--- config.mk ---
export PLATFORM = sky130hd
export DESIGN_NAME = cycle_counter
export DESIGN_NICKNAME = d
export VERILOG_FILES = /design/src/rtl/cycle_counter_pkg.sv /design/src/rtl/cycle_counter_ctrl.sv /design/src/rtl/cycle_counter_dp.sv /design/src/rtl/cycle_counter.sv
export SDC_FILE = /design/constraint.sdc
export NUM_CORES = 1
export LEC_CHECK = 0
export ABC_AREA = 1
export BUFFER_PORTS_ARGS = -buffer_cell sky130_fd_sc_hd__buf_2
export CORE_ASPECT_RATIO = 1.25
export CORE_MARGIN = 1.5
export CORE_UTILIZATION = 35
export CTS_BUF_LIST = sky130_fd_sc_hd__clkbuf_4 sky130_fd_sc_hd__clkbuf_8
export CTS_CLUSTER_SIZE = 14
export DETAILED_ROUTE_END_ITERATION = 12
export GPL_ROUTABILITY_DRIVEN = 1
export PLACE_DENSITY = 0.67
export SYNTH_ARGS = -nofsm -noshare
export SYNTH_HDL_FRONTEND = slang
export SYNTH_HIERARCHICAL = 1
export SYNTH_SLANG_ARGS = --single-unit
--- constraint.sdc ---
create_clock -name clk -period 2.3 [get_ports clk]
set_input_delay 0.46 -clock clk [delete_from_list [all_inputs] [get_ports clk]]
set_output_delay 0.46 -clock clk [all_outputs]
set_load 0.005 [all_outputs]
--- src/rtl/cycle_counter_pkg.sv ---
package cycle_counter_pkg;
  // strobes sent from control to datapath for one cycle
  typedef struct packed {
    logic clr;    // zero the whole count
    logic ldLo;   // load low word
    logic ldHi;   // load high word
    logic inc;    // advance by one
    logic rdLo;   // drive low read lane
    logic rdHi;   // drive high read lane
  } cntStrobes_t;
endpackage

--- src/rtl/cycle_counter_ctrl.sv ---
module cycle_counter_ctrl
  import cycle_counter_pkg::*;
#(
  parameter int PRE_W = 6
) (
  input  logic        clk,
  input  logic        rstN,
  input  logic        countEn,
  input  logic        clearPulse,
  input  logic        divEn,
  input  logic        accValid,
  input  logic        accWrite,
  input  logic        accWide,
  input  logic        userRestrict,
  input  logic        userAccessOk,
  input  logic        userReadOnly,
  output cntStrobes_t strb
);
  logic [PRE_W-1:0] presQ;
  logic             presWrap;
  logic             rdBlocked;
  logic             wrBlocked;

  assign presWrap = &presQ;

  // prescaler only runs in divider mode
  always_ff @(posedge clk or negedge rstN) begin
    if (!rstN)
      presQ <= '0;
    else if (clearPulse)
      presQ <= '0;
    else if (countEn && divEn)
      presQ <= presQ + 1'b1;
  end

  assign rdBlocked = userRestrict && !userAccessOk;
  assign wrBlocked = userRestrict && (!userAccessOk || userReadOnly);

  always_comb begin
    strb.clr  = clearPulse;
    strb.ldLo = accValid && accWrite && !wrBlocked;
    strb.ldHi = accValid && accWrite && !wrBlocked && accWide;
    strb.inc  = countEn && (!divEn || presWrap);
    strb.rdLo = accValid && !accWrite && !rdBlocked;
    strb.rdHi = accValid && !accWrite && !rdBlocked && accWide;
  end
endmodule

--- src/rtl/cycle_counter_dp.sv ---
module cycle_counter_dp
  import cycle_counter_pkg::*;
#(
  parameter int HALF_W        = 32,
  parameter bit ZERO_ON_RESET = 1'b0
) (
  input  logic                clk,
  input  logic                rstN,
  input  cntStrobes_t         strb,
  input  logic                longMode,
  input  logic [HALF_W-1:0]   wrLo,
  input  logic [HALF_W-1:0]   wrHi,
  output logic [HALF_W-1:0]   rdLo,
  output logic [HALF_W-1:0]   rdHi,
  output logic [2*HALF_W-1:0] cntVal,
  output logic                ovfPulse
);
  localparam int CNT_W = 2 * HALF_W;

  logic [CNT_W-1:0] cntQ;
  logic [CNT_W-1:0] cntD;
  logic             ovfD;
  logic             ovfQ;
  logic             incTaken;

  // priority: clear, then write, then increment
  assign incTaken = strb.inc && !strb.clr && !strb.ldLo;

  always_comb begin
    cntD = cntQ;
    if (strb.clr)
      cntD = '0;
    else if (strb.ldLo)
      cntD = {(strb.ldHi ? wrHi : cntQ[CNT_W-1:HALF_W]), wrLo};
    else if (strb.inc)
      cntD = cntQ + 1'b1;
  end

  assign ovfD = incTaken && (longMode ? (&cntQ) : (&cntQ[HALF_W-1:0]));

  generate
    if (ZERO_ON_RESET) begin : g_rstCnt
      always_ff @(posedge clk or negedge rstN) begin
        if (!rstN) cntQ <= '0;
        else       cntQ <= cntD;
      end
    end else begin : g_freeCnt
      always_ff @(posedge clk) begin
        cntQ <= cntD;
      end
    end
  endgenerate

  always_ff @(posedge clk or negedge rstN) begin
    if (!rstN) ovfQ <= 1'b0;
    else       ovfQ <= ovfD;
  end

  assign rdLo     = strb.rdLo ? cntQ[HALF_W-1:0]     : '0;
  assign rdHi     = strb.rdHi ? cntQ[CNT_W-1:HALF_W] : '0;
  assign cntVal   = cntQ;
  assign ovfPulse = ovfQ;
endmodule

--- src/rtl/cycle_counter.sv ---
module cycle_counter
  import cycle_counter_pkg::*;
#(
  parameter int HALF_W        = 32,
  parameter int PRE_W         = 6,
  parameter bit ZERO_ON_RESET = 1'b0
) (
  input  logic              clk,
  input  logic              rstN,
  input  logic              countEn,
  input  logic              clearPulse,
  input  logic              divEn,
  input  logic              longMode,
  input  logic              accValid,
  input  logic              accWrite,
  input  logic              accWide,
  input  logic [HALF_W-1:0] wrLo,
  input  logic [HALF_W-1:0] wrHi,
  input  logic              userRestrict,
  input  logic              userAccessOk,
  input  logic              userReadOnly,
  output logic [HALF_W-1:0] rdLo,
  output logic [HALF_W-1:0] rdHi,
  output logic              ovfPulse
);
  cntStrobes_t         strb;
  logic [2*HALF_W-1:0] cntVal;

  cycle_counter_ctrl #(.PRE_W(PRE_W)) u_ctrl (
    .clk(clk), .rstN(rstN), .countEn(countEn), .clearPulse(clearPulse),
    .divEn(divEn), .accValid(accValid), .accWrite(accWrite), .accWide(accWide),
    .userRestrict(userRestrict), .userAccessOk(userAccessOk),
    .userReadOnly(userReadOnly), .strb(strb)
  );

  cycle_counter_dp #(.HALF_W(HALF_W), .ZERO_ON_RESET(ZERO_ON_RESET)) u_dp (
    .clk(clk), .rstN(rstN), .strb(strb), .longMode(longMode),
    .wrLo(wrLo), .wrHi(wrHi), .rdLo(rdLo), .rdHi(rdHi),
    .cntVal(cntVal), .ovfPulse(ovfPulse)
  );
endmodule

# After elaboration in Yosys (flattened, before gate mapping)
# Cells that the tools add are included.
dict set report word_totals {
  in_bits 76
  ff_bits 71
  out_inout_bits 65
  wordCells 43
}
dict set report classes {
  n_mux 8
  n_eq_ne 1
  n_reduce_logical 28
  addsub 2
}
# operator n
set ops {}
lappend ops {{two-way mux 64 bit} 2}
lappend ops {{two-way mux 32 bit} 3}
lappend ops {{adder 64 x 1 -> 64 bit (second input constant)} 1}
lappend ops {{AND reduction 64 bit} 1}
lappend ops {{AND reduction 32 bit} 1}
lappend ops {{logical AND 1 bit} 13}
lappend ops {{two-way mux 6 bit} 2}
lappend ops {{zero test 1 bit} 7}
lappend ops {{adder 6 x 1 -> 6 bit (second input constant)} 1}
lappend ops {{AND reduction 6 bit} 1}
lappend ops {{nonzero test 2 bit} 2}
lappend ops {{logical OR 1 bit} 2}
lappend ops {{!= test 2 bit (second input constant)} 1}
lappend ops {{AND reduction 2 bit} 1}
lappend ops {{two-way mux 1 bit} 1}

# Longest topological paths before layout
dict set report logic_depth {
  ltp_word 8
  ltp_mapped 14
  mapped_depth_nobuf 13
}

# Hierarchy
# Netlist, hierarchy kept.
# module area_each_um2 cells_each instances seq_area_each_um2
set modules_own_cells {}
lappend modules_own_cells {cycle_counter_dp 5401.4 987 1 1306.3}
lappend modules_own_cells {cycle_counter_ctrl 374.1 52 1 150.1}

# Worst setup path before layout
# OpenSTA, ideal clock, no wires.
dict set report synth_timing {
  path_kind {flip-flop to flip-flop}
  from {reg u_ctrl.presQ[1]}
  to {reg u_dp.cntQ[60], in the netlist u_dp/cntVal[60]}
  arrival_ns 1.853
  n_path_buf 2
  required_ns 2.171
  setup_time_ns 0.129
  synth_period_minus_slack_ns 1.982
  stages_incl_launch_ff 15
  slack_ns 0.318
  path_cell_list {dfrtp_1 -> ha_1 -> nand2_1 -> nor2_2 -> nand2_1 -> a21boi_1 -> inv_1 -> nor2_2 -> inv_1 -> nand2_1 -> inv_2 -> buf_2 -> buf_6 -> nand2_1 -> a21oi_1}
}
# item line
set synth_lines {}
lappend synth_lines {{start: declaration} cycle_counter_ctrl.sv:19} ;# logic [PRE_W-1:0] presQ;
lappend synth_lines {{start signal: assignment} cycle_counter_ctrl.sv:33} ;# presQ <= presQ + 1'b1;
lappend synth_lines {{end signal: assignment} cycle_counter_dp.sv:49} ;# cntQ <= cntD;
lappend synth_lines {{end: declaration} cycle_counter_dp.sv:20} ;# logic [CNT_W-1:0] cntQ;

==> results.sh <==
export IMPL_status="finished clean"
export IMPL_max_freq_mhz=490.8
export IMPL_critPathRequiredTime_ns=2.61
export IMPL_clkLatencyLatePin_ns=0.38
export IMPL_cts_clk_slew_worst_paths_ns=0.09
export IMPL_worstPathMaxFanout=59
export IMPL_crit_arrival_ns=2.35
export IMPL_final_area_mm2=0.007121
export IMPL_cts_tree="yes"
export IMPL_worst_setup_path_start_kind="flop"
export IMPL_postPlaceCellArea_mm2=0.006813
export IMPL_synth_seq_area_share=0.2522
export IMPL_p_leak_nw=3.342
export IMPL_hold_path_class="in -> reg"
export IMPL_pre_cts_ws_ns=0.2379
export IMPL_cts_sinks=71
export IMPL_syn_area_per_cell_um2=5.559
export IMPL_die_w_um=117.9
export IMPL_num_antenna_cells=0
export IMPL_timing_final_crit_share=0.8858
export IMPL_hold_violations=0
export IMPL_avgViaCountPerCell=4.818
export IMPL_die_h_um=146.6
export IMPL_grt_ovfl_total=0
export IMPL_wirelength_um=19920
export IMPL_cts_inserted_buffers=9
export IMPL_finalCriticalPeriod_ns=2.037
export IMPL_layout_setup_ws_ns=0.2627
export IMPL_p_total_mw=3.050
export IMPL_synth_seq_cells=71
export IMPL_synth_fp_nets=1117
export IMPL_coreArea_mm2=0.01620
export IMPL_firstDrtPassIters=5
export IMPL_cpPeakStageDelay_ns=0.39
export IMPL_num_rows=52
export IMPL_post_route_util=0.4395
export IMPL_htreeDepth=3
export IMPL_relSlewSlack=0.7311
export IMPL_ir_worst_vdd_mv=0.2160
export IMPL_p_int_mw=2.196
export IMPL_pwr_share_seq=0.434
export IMPL_dp_hpwl_um=15640
export IMPL_placedCellCount=1380
export IMPL_hold_slack_ns=0.2601
export IMPL_p_comb_frac=0.133
export IMPL_cts_buffer_depth=2
export IMPL_finalMaxSlewViolations=0
export IMPL_nets=1257
export IMPL_yosys_area_share_xor_xnor=0.03943
export IMPL_grt_pass1_wl_um=31240
export IMPL_synthMuxAreaShare=0
export IMPL_finalSetupTns_ns=0
export IMPL_grt_pass1_vias=6207
export IMPL_regToRegSetupSlack_ns=0.26
export IMPL_worst_setup_path_end_kind="flop"
export IMPL_final_common_cell="nand2_1"
export IMPL_worst_pin_slew_ns=0.4034
export IMPL_syn_area_mm2=0.005776
export IMPL_synth_compound_gate_area_share=0.1109
export IMPL_p_switching_uw=854.6
export IMPL_fin_skew_ns=0.009823
export IMPL_setup_viol=0
export IMPL_ant_nets=0
export IMPL_worstSetupPathType="reg -> reg"
export IMPL_gp_congestion=0.9578
export IMPL_synthSimpleGateAreaFrac=0.4894
export IMPL_io_pins=141
export IMPL_final_cells=1400
export IMPL_drtIter0Drc=475
export IMPL_yosys_warnings=6
export IMPL_die_area_mm2=0.01729
export IMPL_post_drt_wl_per_cell_um=14.23
export IMPL_synth_adder_area_share=0.004333
export IMPL_worst_path_max_delay_cell="dfrtp_1"
export IMPL_layout_common_cells="nand2_1, nor2_1, buf_2, inv_1, dfxtp_1"
export IMPL_path_cells="ha_1 > nand2_1 > nor2_2 > nand2_1 > a21boi_2 > inv_1 > nor2_4 > inv_1 > nand2_1 > inv_2 > buf_12 > nor2_1 > o21ai_0 > a21oi_1"
export IMPL_synth_cell_types=37
export IMPL_ys_flop_type="dfxtp_1"
export IMPL_p_per_area_mw_per_mm2=428.4
export IMPL_clk_root_buffer_cell="clkbuf_8"
export IMPL_syn_inst=1039
export IMPL_p_clk_frac=0.433
export IMPL_portBuffers=140
export IMPL_async_flop_share=0.09859
export IMPL_cap_violations=0
export IMPL_synth_edf_count=0
export IMPL_start_util=0.3565
export IMPL_syn2layout_area_growth_pct=23.29
export IMPL_antenna_found_initial=0
export IMPL_cp_buffers_inverters=4
export IMPL_critPathTopFamily="simple AND/OR/NAND/NOR gates"
export IMPL_route_detailed_drc=0
export IMPL_swShare=0.2802
export IMPL_synth_top_family_by_area="simple AND/OR/NAND/NOR gates"
export IMPL_via_count=6745
export IMPL_grt_usage=0.2276
export IMPL_drive_gt1_frac=0.2010
export IMPL_grt_max_degree=60
export IMPL_crit_top_cell="nand2_1"
## area by class of cell
cell class	count	area, µm²
clock buffer	10	137.6
clock inverter	6	116.4
fill	1814	9080
inverter	114	427.9
multi-input combinational	818	3741
sequential	71	1456
tap	216	270.3
timing repair buffer	165	970.9
## state kept, by name, summed over array words and instances (netlist names)
name / flops
u_dp/cntVal: 64
u_ctrl/presQ: 6
u_dp/ovfPulse: 1
## kinds of logic after synthesis
family,count (synthesis)
xor+xnor,26
fa+ha+maj,2
buf+inv,150
simple gates,675
compound gates,115
flops,71
## worst paths after layout
path / startpoint / endpoint / cells after the start
worst max-delay path: u_ctrl/presQ[1] / u_dp/cntVal[45] / 14
worst min-delay path: longMode / u_dp/ovfPulse / 2
worst max register to register: u_ctrl/presQ[1] / u_dp/cntVal[45] / 14
worst min register to register: u_dp/cntVal[51] / u_dp/cntVal[51] / 2
max in group asynchronous: rstN / u_ctrl/presQ[3] / 2
min in group asynchronous: rstN / u_ctrl/presQ[0] / 2
## worst register-to-register path, cell delays in order, from the launching register on
cell and delay, ns:
dfrtp_1 0.39, ha_1 0.17, nand2_1 0.09, nor2_2 0.13, nand2_1 0.07, a21boi_2 0.13
inv_1 0.08, nor2_4 0.15, inv_1 0.07, nand2_1 0.09, inv_2 0.05, buf_12 0.17
nor2_1 0.15, o21ai_0 0.09, a21oi_1 0.13
## layer usage
layer	share of wire	vias up	track usage
met2	0.50	169	0.4085
met5	0	-	0
li1	-	3483	-
met4	0.021	0	0.08110
met3	0.035	26	0.02734
met1	0.44	3067	0.2791
## power groups by stage
| stage | clock (mW) | sequential (mW) | combinational (mW) |
|---|---|---|---|
| global placement | 0 | 1.35 | 0.390 |
| detailed placement | 0 | 1.35 | 0.394 |
| floorplan | 0 | 1.34 | 0.234 |
| CTS | 1.33 | 1.32 | 0.397 |
| global route | 1.37 | 1.33 | 0.452 |
| finish | 1.32 | 1.33 | 0.405 |
## synthesized netlist by cell type, drive strengths merged, types with 7 or more instances
| cell type | count | area (µm²) |
|---|---|---|
| inv | 114 | 427.9 |
| dfrtp | 7 | 175.2 |
| nor2 | 208 | 915.9 |
| a31oi | 27 | 168.9 |
| a21oi | 41 | 212.7 |
| nand4 | 7 | 43.79 |
| xnor2 | 18 | 157.7 |
| nand3 | 40 | 200.2 |
| xor2 | 8 | 70.07 |
| clkbuf | 23 | 96.34 |
| buf | 12 | 65.06 |
| o21ai | 37 | 185.2 |
| dfxtp | 64 | 1281 |
| nand2 | 415 | 1638 |
## repair_timing
action                     4_1_cts  5_1_grt
gates resized for setup          0        1
hold buffers                     1        0
hold endpoints to repair         7        0
setup buffers                    0        2
setup endpoints to repair        0        3
(Power assumes the default switching activity.)
